<file path="src/rtl/ctrl_pkg.sv">
package ctrl_pkg;

  localparam int OP_W     = 6;
  localparam int IR_LANES = 4;
  localparam int IDX_W    = (IR_LANES > 1) ? $clog2(IR_LANES) : 1;

  localparam logic [OP_W-1:0] OP_RTYPE = 6'b000000;
  localparam logic [OP_W-1:0] OP_BEQ   = 6'b000100;
  localparam logic [OP_W-1:0] OP_JMP   = 6'b000010;
  localparam logic [OP_W-1:0] OP_LB    = 6'b100000;
  localparam logic [OP_W-1:0] OP_SB    = 6'b101000;

  localparam logic [1:0] SRCB_REG   = 2'b00;
  localparam logic [1:0] SRCB_ONE   = 2'b01;
  localparam logic [1:0] SRCB_IMM   = 2'b10;
  localparam logic [1:0] SRCB_IMMSH = 2'b11;

  localparam logic [1:0] CLS_ADD   = 2'b00;
  localparam logic [1:0] CLS_SUB   = 2'b01;
  localparam logic [1:0] CLS_FUNCT = 2'b10;

  localparam logic [1:0] PCS_ALU    = 2'b00;
  localparam logic [1:0] PCS_ALUREG = 2'b01;
  localparam logic [1:0] PCS_JUMP   = 2'b10;

  typedef enum logic [3:0] {
    PH_FETCH, PH_DECODE, PH_ADDR, PH_LDRD, PH_LDWB,
    PH_STWR, PH_REX, PH_RWB, PH_BEQ, PH_JMP
  } phase_t;

  typedef struct packed {
    logic                memRead;
    logic                memWrite;
    logic                addrFromAlu;
    logic [IR_LANES-1:0] irWrite;
    logic                regWrite;
    logic                regDstRd;
    logic                memToReg;
    logic                aluSrcA;
    logic [1:0]          aluSrcB;
    logic [1:0]          aluOpClass;
    logic [1:0]          pcSource;
    logic                pcWrite;
    logic                pcWriteCond;
  } strobes_t;

endpackage

</file>
<file path="src/rtl/ctrlSeq.sv">
module ctrlSeq
  import ctrl_pkg::*;
(
  input  logic            clk,
  input  logic            rst,
  input  logic [OP_W-1:0] opcode,
  output phase_t          phase,
  output logic [IDX_W-1:0] fetchIdx
);

  phase_t           phaseNxt;
  logic [IDX_W-1:0] idxNxt;
  logic             lastLane;

  assign lastLane = (fetchIdx == IDX_W'(IR_LANES - 1));

  always_comb begin
    phaseNxt = phase;
    idxNxt   = fetchIdx;
    case (phase)
      PH_FETCH: begin
        if (lastLane) begin
          phaseNxt = PH_DECODE;
          idxNxt   = '0;
        end else begin
          idxNxt = fetchIdx + IDX_W'(1);
        end
      end
      PH_DECODE: begin
        case (opcode)
          OP_LB, OP_SB: phaseNxt = PH_ADDR;
          OP_RTYPE:     phaseNxt = PH_REX;
          OP_BEQ:       phaseNxt = PH_BEQ;
          OP_JMP:       phaseNxt = PH_JMP;
          default:      phaseNxt = PH_FETCH;
        endcase
      end
      PH_ADDR: phaseNxt = (opcode == OP_LB) ? PH_LDRD : PH_STWR;
      PH_LDRD: phaseNxt = PH_LDWB;
      PH_REX:  phaseNxt = PH_RWB;
      default: phaseNxt = PH_FETCH;
    endcase
  end

  always_ff @(posedge clk) begin
    if (rst) begin
      phase    <= PH_FETCH;
      fetchIdx <= '0;
    end else begin
      phase    <= phaseNxt;
      fetchIdx <= idxNxt;
    end
  end

endmodule

</file>
<file path="src/rtl/ctrlDecode.sv">
module ctrlDecode
  import ctrl_pkg::*;
(
  input  phase_t           phase,
  input  logic [IDX_W-1:0] fetchIdx,
  output strobes_t         strobes
);

  logic [IR_LANES-1:0] laneSel;

  for (genvar g = 0; g < IR_LANES; g++) begin : gLane
    assign laneSel[g] = (fetchIdx == IDX_W'(g));
  end

  always_comb begin
    strobes = '0;
    case (phase)
      PH_FETCH: begin
        strobes.memRead    = 1'b1;
        strobes.irWrite    = laneSel;
        strobes.aluSrcB    = SRCB_ONE;
        strobes.aluOpClass = CLS_ADD;
        strobes.pcSource   = PCS_ALU;
        strobes.pcWrite    = 1'b1;
      end
      PH_DECODE: begin
        strobes.aluSrcB    = SRCB_IMMSH;
        strobes.aluOpClass = CLS_ADD;
      end
      PH_ADDR: begin
        strobes.aluSrcA    = 1'b1;
        strobes.aluSrcB    = SRCB_IMM;
        strobes.aluOpClass = CLS_ADD;
      end
      PH_LDRD: begin
        strobes.memRead     = 1'b1;
        strobes.addrFromAlu = 1'b1;
      end
      PH_LDWB: begin
        strobes.regWrite = 1'b1;
        strobes.memToReg = 1'b1;
      end
      PH_STWR: begin
        strobes.memWrite    = 1'b1;
        strobes.addrFromAlu = 1'b1;
      end
      PH_REX: begin
        strobes.aluSrcA    = 1'b1;
        strobes.aluSrcB    = SRCB_REG;
        strobes.aluOpClass = CLS_FUNCT;
      end
      PH_RWB: begin
        strobes.regWrite = 1'b1;
        strobes.regDstRd = 1'b1;
      end
      PH_BEQ: begin
        strobes.aluSrcA     = 1'b1;
        strobes.aluSrcB     = SRCB_REG;
        strobes.aluOpClass  = CLS_SUB;
        strobes.pcWriteCond = 1'b1;
        strobes.pcSource    = PCS_ALUREG;
      end
      PH_JMP: begin
        strobes.pcWrite  = 1'b1;
        strobes.pcSource = PCS_JUMP;
      end
      default: strobes = '0;
    endcase
  end

endmodule

</file>
<file path="src/rtl/ctrlFsmTop.sv">
module ctrlFsmTop
  import ctrl_pkg::*;
(
  input  logic                clk,
  input  logic                rst,
  input  logic [OP_W-1:0]     opcode,
  output logic                memRead,
  output logic                memWrite,
  output logic                addrFromAlu,
  output logic [IR_LANES-1:0] irWrite,
  output logic                regWrite,
  output logic                regDstRd,
  output logic                memToReg,
  output logic                aluSrcA,
  output logic [1:0]          aluSrcB,
  output logic [1:0]          aluOpClass,
  output logic [1:0]          pcSource,
  output logic                pcWrite,
  output logic                pcWriteCond
);

  phase_t           phase;
  logic [IDX_W-1:0] fetchIdx;
  strobes_t         strobes;

  ctrlSeq uSeq (
    .clk      (clk),
    .rst      (rst),
    .opcode   (opcode),
    .phase    (phase),
    .fetchIdx (fetchIdx)
  );

  ctrlDecode uDec (
    .phase    (phase),
    .fetchIdx (fetchIdx),
    .strobes  (strobes)
  );

  assign memRead     = strobes.memRead;
  assign memWrite    = strobes.memWrite;
  assign addrFromAlu = strobes.addrFromAlu;
  assign irWrite     = strobes.irWrite;
  assign regWrite    = strobes.regWrite;
  assign regDstRd    = strobes.regDstRd;
  assign memToReg    = strobes.memToReg;
  assign aluSrcA     = strobes.aluSrcA;
  assign aluSrcB     = strobes.aluSrcB;
  assign aluOpClass  = strobes.aluOpClass;
  assign pcSource    = strobes.pcSource;
  assign pcWrite     = strobes.pcWrite;
  assign pcWriteCond = strobes.pcWriteCond;

endmodule

</file>
<file path="config.mk">
export PLATFORM = sky130hd
export DESIGN_NAME = ctrlFsmTop
export DESIGN_NICKNAME = d
export VERILOG_FILES = /design/src/rtl/ctrl_pkg.sv /design/src/rtl/ctrlSeq.sv /design/src/rtl/ctrlDecode.sv /design/src/rtl/ctrlFsmTop.sv
export SDC_FILE = /design/constraint.sdc
export NUM_CORES = 1
export LEC_CHECK = 0
export BUFFER_PORTS_ARGS = -buffer_cell sky130_fd_sc_hd__buf_2
export CAP_MARGIN = 25
export CORE_AREA = 2 2 39 41
export DETAILED_ROUTE_END_ITERATION = 8
export DIE_AREA = 0 0 41 43
export PLACE_DENSITY = 0.76
export SYNTH_ARGS = -nofsm -noshare
export SYNTH_HDL_FRONTEND = slang
export SYNTH_SLANG_ARGS = --single-unit
</file>
<file path="constraint.sdc">
create_clock -name clk -period 2.63 [get_ports clk]
set_input_delay 0.789 -clock clk [delete_from_list [all_inputs] [get_ports clk]]
set_output_delay 0.789 -clock clk [all_outputs]
set_load 0.05 [all_outputs]
</file>
==> results of run 1 <==
==> final cells by class <==
| class | instances | area share, % |
|---|---|---|
| multi-input cells | 55 | 56.9 |
| repair buffers | 26 | 18.4 |
| flip-flops and latches | 6 | 17.0 |
| clock buffers | 3 | 3.19 |
| well taps | 16 | 2.84 |
| inverters | 3 | 1.60 |
==> layer usage <==
layer	global-route usage [%]	wire (um)	share of wire, %	vias up
met2	25.0	565	49	21
met1	18.4	497	44	252
met4	10.0	17	1.5	0
li1	-	-	-	290
met5	0	0	0	-
met3	1.57	63	5.5	2
==> cells in the mapped netlist <==
cell,n
a21oi_1,2
or2_1,2
o21bai_1,1
nor4b_4,1
nor3b_1,3
o2111ai_1,1
nor3_1,4
dfxtp_1,6
nand2_1,2
buf_6,3
buf_2,1
a31oi_1,2
nand4b_1,1
a311o_1,1
nand3_1,2
mux2i_1,2
and3_1,1
a211o_1,1
nor2_1,10
inv_1,3
xnor2_1,1
nor4_1,1
ha_1,4
nor4_4,1
xor2_1,1
and2_1,5
nand2b_1,4
nor4_2,1
buf_4,2
nor2b_1,1
==> registers in the layout (all words and copies together) (netlist names) <==
name,flops
uSeq.phase,4
uSeq.fetchIdx,2
==> metrics by stage <==
step	instance area, um2	instances	hold WS, ns
after global placement	683	106	0.546
after global routing	706	109	0.605
final	706	109	0.555
after floorplan	587	70	0.514
after detailed placement	683	106	0.549
after CTS	706	109	0.558
==> power by group through the flow <==
| stage | Clock [mW] | Combinational (mW) | Sequential (mW) |
|---|---|---|---|
| after floorplan | 0 | 0.141 | 0.111 |
| after global placement | 0 | 0.166 | 0.116 |
| after detailed placement | 0 | 0.170 | 0.118 |
| after CTS | 0.0866 | 0.171 | 0.116 |
| after global routing | 0.0911 | 0.186 | 0.119 |
| final | 0.0841 | 0.168 | 0.116 |
==> cell families after synthesis <==
kind of cell    Yosys count  share of synthesized area (%)
buf+inv                   9                           11.2
compound gates            8                           9.89
xor+xnor                  2                           3.01
mux                       2                           3.44
flops                     6                           20.6
simple gates             39                           43.2
fa+ha+maj                 4                           8.60
==> worst register-to-register path, delay by kind of cell (launching register included) <==
kind	cells	cell delay (ns)
AOI/OAI and AO/OA	2	0.51
DFF	1	0.61
and+or+nand+nor	1	0.20
==> final timing paths <==
path | startpoint | to | slack, ns | cells past startpoint
max | uSeq.phase[1]$_SDFFE_PP0P_ | aluOpClass[1] | 0.18 | 4
min | uSeq.fetchIdx[1]$_SDFFE_PP0P_ | uSeq.fetchIdx[1]$_SDFFE_PP0P_ | 0.55 | 2
max reg2reg | uSeq.phase[1]$_SDFFE_PP0P_ | uSeq.phase[2]$_SDFFE_PP0P_ | 1.24 | 3
min reg2reg | uSeq.fetchIdx[1]$_SDFFE_PP0P_ | uSeq.fetchIdx[1]$_SDFFE_PP0P_ | 0.55 | 2
==> flow_metrics.env, run 1 <==
export IMPL_dr_pass1_iters=4
export IMPL_mostFrequentLayoutCell="buf_2"
export IMPL_core_area_mm2=0.00138
export IMPL_p_clk_share_pct=22.8
export IMPL_gp_congestion=0.806
export IMPL_grt_max_degree=15
export IMPL_cpPeakStageDelay_ns=0.61
export IMPL_multiInputGateArea_um2=402
export IMPL_synth_cell_types=30
export IMPL_grt_pass1_vias=495
export IMPL_synth_seq_area_share_pct=20.6
export IMPL_ant_nets=0
export IMPL_port_buffers=26
export IMPL_status="finished, final reports clean"
export IMPL_nNetsFinal=107
export IMPL_maxCapViolCount=0
export IMPL_grt_usage_pct=15.6
export IMPL_finalCriticalPeriod_ns=2.45
export IMPL_crit_buf_inv=2
export IMPL_num_vias=565
export IMPL_num_rows=14
export IMPL_finalWirelength_um=1140
export IMPL_antenna_found_initial=0
export IMPL_crit_type="register to output pin"
export IMPL_setup_worst_path_start_class="register"
export IMPL_post_cts_buffers=0
export IMPL_syn_num_nets=82
export IMPL_endpoint_kind="output pin"
export IMPL_p_per_area_mw_per_mm2=522
export IMPL_htreeDepth=1
export IMPL_p_int_mw=0.205
export IMPL_cts_sinks=6
export IMPL_period_share_pct=93.2
export IMPL_clk_latency_ns=0.24
export IMPL_switchingPower_mw=0.164
export IMPL_p_leak_nw=0.346
export IMPL_timing_hold_violations_final=0
export IMPL_cts_max_path_buffers=2
export IMPL_mostFrequentLayoutCells="buf_2, nor2_1, dfxtp_1"
export IMPL_path_delay_family="flip-flops"
export IMPL_die_x_um=41
export IMPL_start_util_pct=42.0
export IMPL_synth_top_area_share_pct=20.6
export IMPL_vdd_drop_max_v=0.000261
export IMPL_total_power_mw=0.369
export IMPL_seqPwrFrac_pct=31.5
export IMPL_post_cts_resized=0
export IMPL_die_h_um=43
export IMPL_dp_slack_ns=0.444
export IMPL_layout_drive_gt1_share_pct=35.5
export IMPL_overflow=0
export IMPL_path_cells="nand2b_1 -> or2_1 -> inv_1 -> buf_2"
export IMPL_drc=0
export IMPL_cts_inserted_buffers=3
export IMPL_maxSlewHeadroom_pct=65.3
export IMPL_worstMarginPinSlew_ns=0.520
export IMPL_ios=27
export IMPL_netlist_area_um2=582
export IMPL_layout_setup_ws_ns=0.180
export IMPL_syn_avg_cell_area_um2=8.31
export IMPL_wl_per_cell_um=10.5
export IMPL_area_growth_pct=21.3
export IMPL_crit_slowest_cell="dfxtp_1"
export IMPL_worstPathArrival_ns=1.66
export IMPL_switching_share_pct=44.4
export IMPL_critPathMaxFanout=11
export IMPL_rsz0062_at_grt="no"
export IMPL_cts_tree="yes"
export IMPL_ys_top_cells_by_area="dfxtp_1, ha_1, nor2_1, buf_6, and2_1"
export IMPL_slew_violations=0
export IMPL_dieArea_mm2=0.00176
export IMPL_post_route_util_pct=51.0
export IMPL_drtIter0Drc=4
export IMPL_pwr_share_comb_pct=45.7
export IMPL_crit_required_ns=1.84
export IMPL_hp_class="register to register"
export IMPL_synth_top_area_cell="dfxtp_1"
export IMPL_antennaDiodeCount=0
export IMPL_synth_seq_cells=6
export IMPL_place_detailed_hpwl_um=912
export IMPL_ctsHoldBuffers=0
export IMPL_grt_pass1_wl_um=1930
export IMPL_fmax_mhz=408
export IMPL_cts_clk_slew_worst_paths_ns=0.04
export IMPL_tns_ns=0
export IMPL_syn_inst=70
export IMPL_clockRootBuffer="clkbuf_4"
export IMPL_drt_vias_per_instance=5.18
export IMPL_synth_warnings=0
export IMPL_skew_ns=0.00114
export IMPL_setup_violations=0
export IMPL_fillers=147
export IMPL_seqCellArea_um2=120
Power figures use the tool's default switching activity.
==> inputs of run 2 (changes only) <==
--- a/config.mk
+++ b/config.mk
@@ -10,7 +10,8 @@
 export CORE_AREA = 2 2 39 41
 export DETAILED_ROUTE_END_ITERATION = 8
 export DIE_AREA = 0 0 41 43
-export PLACE_DENSITY = 0.76
+export PLACE_DENSITY = 0.73
 export SYNTH_ARGS = -nofsm -noshare
 export SYNTH_HDL_FRONTEND = slang
+export SYNTH_HIERARCHICAL = 1
 export SYNTH_SLANG_ARGS = --single-unit
==> flow_metrics.env, run 2 <==
export IMPL_synth_common_cells="nor2_1, nor3_1, dfxtp_1, nor3b_1, buf_2"
export IMPL_core_area_mm2=0.00138
export IMPL_synth_top_area_cell="dfxtp_1"
export IMPL_setup_violations=0
export IMPL_cts_sinks=6
export IMPL_p_per_area_mw_per_mm2=499
export IMPL_cts_clk_slew_worst_paths_ns=0.05
export IMPL_dieArea_mm2=0.00176
export IMPL_ant_nets=0
export IMPL_endpoint_kind="output pin"
export IMPL_grt_pass1_wl_um=2080
export IMPL_nNetsFinal=107
export IMPL_fillers=121
export IMPL_layout_drive_gt1_share_pct=46.9
export IMPL_finalCriticalPeriod_ns=2.44
export IMPL_grt_pass1_vias=503
export IMPL_drtIter0Drc=12
export IMPL_post_cts_resized=0
export IMPL_synth_seq_area_share_pct=21.7
export IMPL_reg_top3="uSeq/phase x4, uSeq/fetchIdx x2"
export IMPL_ctsHoldBuffers=0
export IMPL_timing_hold_violations_final=0
export IMPL_cts_inserted_buffers=3
export IMPL_synth_flop_cell="dfxtp_1"
export IMPL_drt_vias_per_instance=5.48
export IMPL_dr_pass1_iters=4
export IMPL_crit_type="register to output pin"
export IMPL_mostFrequentLayoutCells="buf_2, nor2_1, nor3_1, dfxtp_1"
export IMPL_synth_seq_cells=6
export IMPL_antenna_found_initial=0
export IMPL_worstMarginPinSlew_ns=0.436
export IMPL_fmax_mhz=410
export IMPL_die_x_um=41
export IMPL_port_buffers=26
export IMPL_r2r_slack_ns=1.18
export IMPL_synth_top_area_share_pct=21.7
export IMPL_overflow=0
export IMPL_num_vias=614
export IMPL_synth_warnings=6
export IMPL_clockRootBuffer="clkbuf_4"
export IMPL_crit_required_ns=1.84
export IMPL_syn_avg_cell_area_um2=8.15
export IMPL_maxCapViolCount=0
export IMPL_num_rows=14
export IMPL_syn_inst=68
export IMPL_area_growth_pct=39.5
export IMPL_vdd_drop_max_v=0.000347
export IMPL_yosysMostFrequentCell="nor2_1"
export IMPL_ys_top_cells_by_area="dfxtp_1, nor3b_1, nor3_1, nor2_1, nor4b_1"
export IMPL_total_power_mw=0.386
export IMPL_setup_worst_path_start_class="register"
export IMPL_cts_max_path_buffers=2
export IMPL_period_share_pct=92.8
export IMPL_grt_max_degree=19
export IMPL_ios=27
export IMPL_largest_reg_flops=4
export IMPL_skew_ns=0.00378
export IMPL_hp_class="register to register"
export IMPL_critPathMaxFanout=11
export IMPL_clk_latency_ns=0.24
export IMPL_htreeDepth=1
export IMPL_post_route_util_pct=55.9
export IMPL_post_cts_buffers=0
export IMPL_regMostFlops="uSeq/phase"
export IMPL_die_h_um=43
export IMPL_syn_num_nets=77
export IMPL_grt_usage_pct=16.8
export IMPL_mostFrequentLayoutCell="buf_2"
export IMPL_worstPathArrival_ns=1.65
export IMPL_drc=0
export IMPL_place_detailed_hpwl_um=988
export IMPL_synth_async_reset_ratio_pct=0
export IMPL_status="finished, final reports clean"
export IMPL_antennaDiodeCount=0
export IMPL_netlist_area_um2=554
export IMPL_finalWirelength_um=1380
export IMPL_cts_tree="yes"
export IMPL_slew_violations=0
export IMPL_synth_edff_count=0
export IMPL_synth_cell_types=30
export IMPL_hold_ws_ns=0.593
export IMPL_p_leak_nw=0.370
export IMPL_maxSlewHeadroom_pct=70.7
export IMPL_postLayoutCellArea_um2=773
export IMPL_start_util_pct=40.1
export IMPL_dpl_cell_area_um2=751
export IMPL_rsz0062_at_grt="no"
export IMPL_wl_per_cell_um=12.3
export IMPL_gp_congestion=0.709
-- run 2: cell types whose count changed after synthesis, sizes merged, moves of 3 or more --
| cell | delta |
|---|---|
| ha | -3 |
| and2 | -5 |
| nor3 | +3 |
| inv | -3 |
| nor3b | +5 |
-- run 2: path summary, 6_finish.rpt --
check,start,end,cells after the start
setup / recovery,uSeq/phase[0]$_SDFFE_PP0P_,irWrite[2],3
hold / removal,uSeq/phase[0]$_SDFFE_PP0P_,uSeq/phase[0]$_SDFFE_PP0P_,1
setup reg to reg,uSeq/phase[1]$_SDFFE_PP0P_,uSeq/fetchIdx[0]$_SDFFE_PP0P_,4
hold reg to reg,uSeq/phase[0]$_SDFFE_PP0P_,uSeq/phase[0]$_SDFFE_PP0P_,1
-- run 2: cells by family (layout without fill, tap and decap cells) --
logic type / Yosys count / count (layout) / share of synthesized area [%]
xor+xnor: 4 / 4 / 6.32
mux: 2 / 2 / 3.61
flops: 6 / 6 / 21.7
compound gates: 9 / 9 / 11.3
buf+inv: 5 / 33 / 4.29
simple gates: 41 / 41 / 50.6
fa+ha+maj: 1 / 1 / 2.26
-- run 2: metal layers --
layer / vias to the layer above / track usage, % / routed length [um]
li1: 313 / - / -
met5: - / 0 / 0
met1: 277 / 23.1 / 666
met4: 0 / 8.00 / 0
met3: 0 / 1.57 / 81
met2: 24 / 25.3 / 627
-- run 2: cell type report --
cell class              instances  area, um2  share of cell area [%]
multi-input cells              57        450                    58.3
repair buffers                 30        160                    20.7
clock buffers                   3       22.5                    2.91
well taps                      16       20.0                    2.59
flip-flops and latches          6        120                    15.5
-- run 2: worst max-delay path, cell delays in order (launching register included) --
cell and delay [ns]:
dfxtp_1 0.40, or4_4 0.56, nor3b_2 0.18, buf_2 0.27
-- run 2: power by group --
group / internal (mW) / switching, mW / leakage (nW)
Clock: 0.0516 / 0.0323 / 0.0138
Sequential: 0.101 / 0.0183 / 0.0489
Combinational: 0.0599 / 0.123 / 0.307
-- run 2: through the flow --
step | TNS (ns) | worst slack, ns | cells
finish | 0 | 0.189 | 112
global route | 0 | 0.107 | 112
CTS | 0 | 0.185 | 112
detailed placement | 0 | 0.447 | 109
global placement | 0 | 0.464 | 109
floorplan | -0.297 | -0.175 | 68
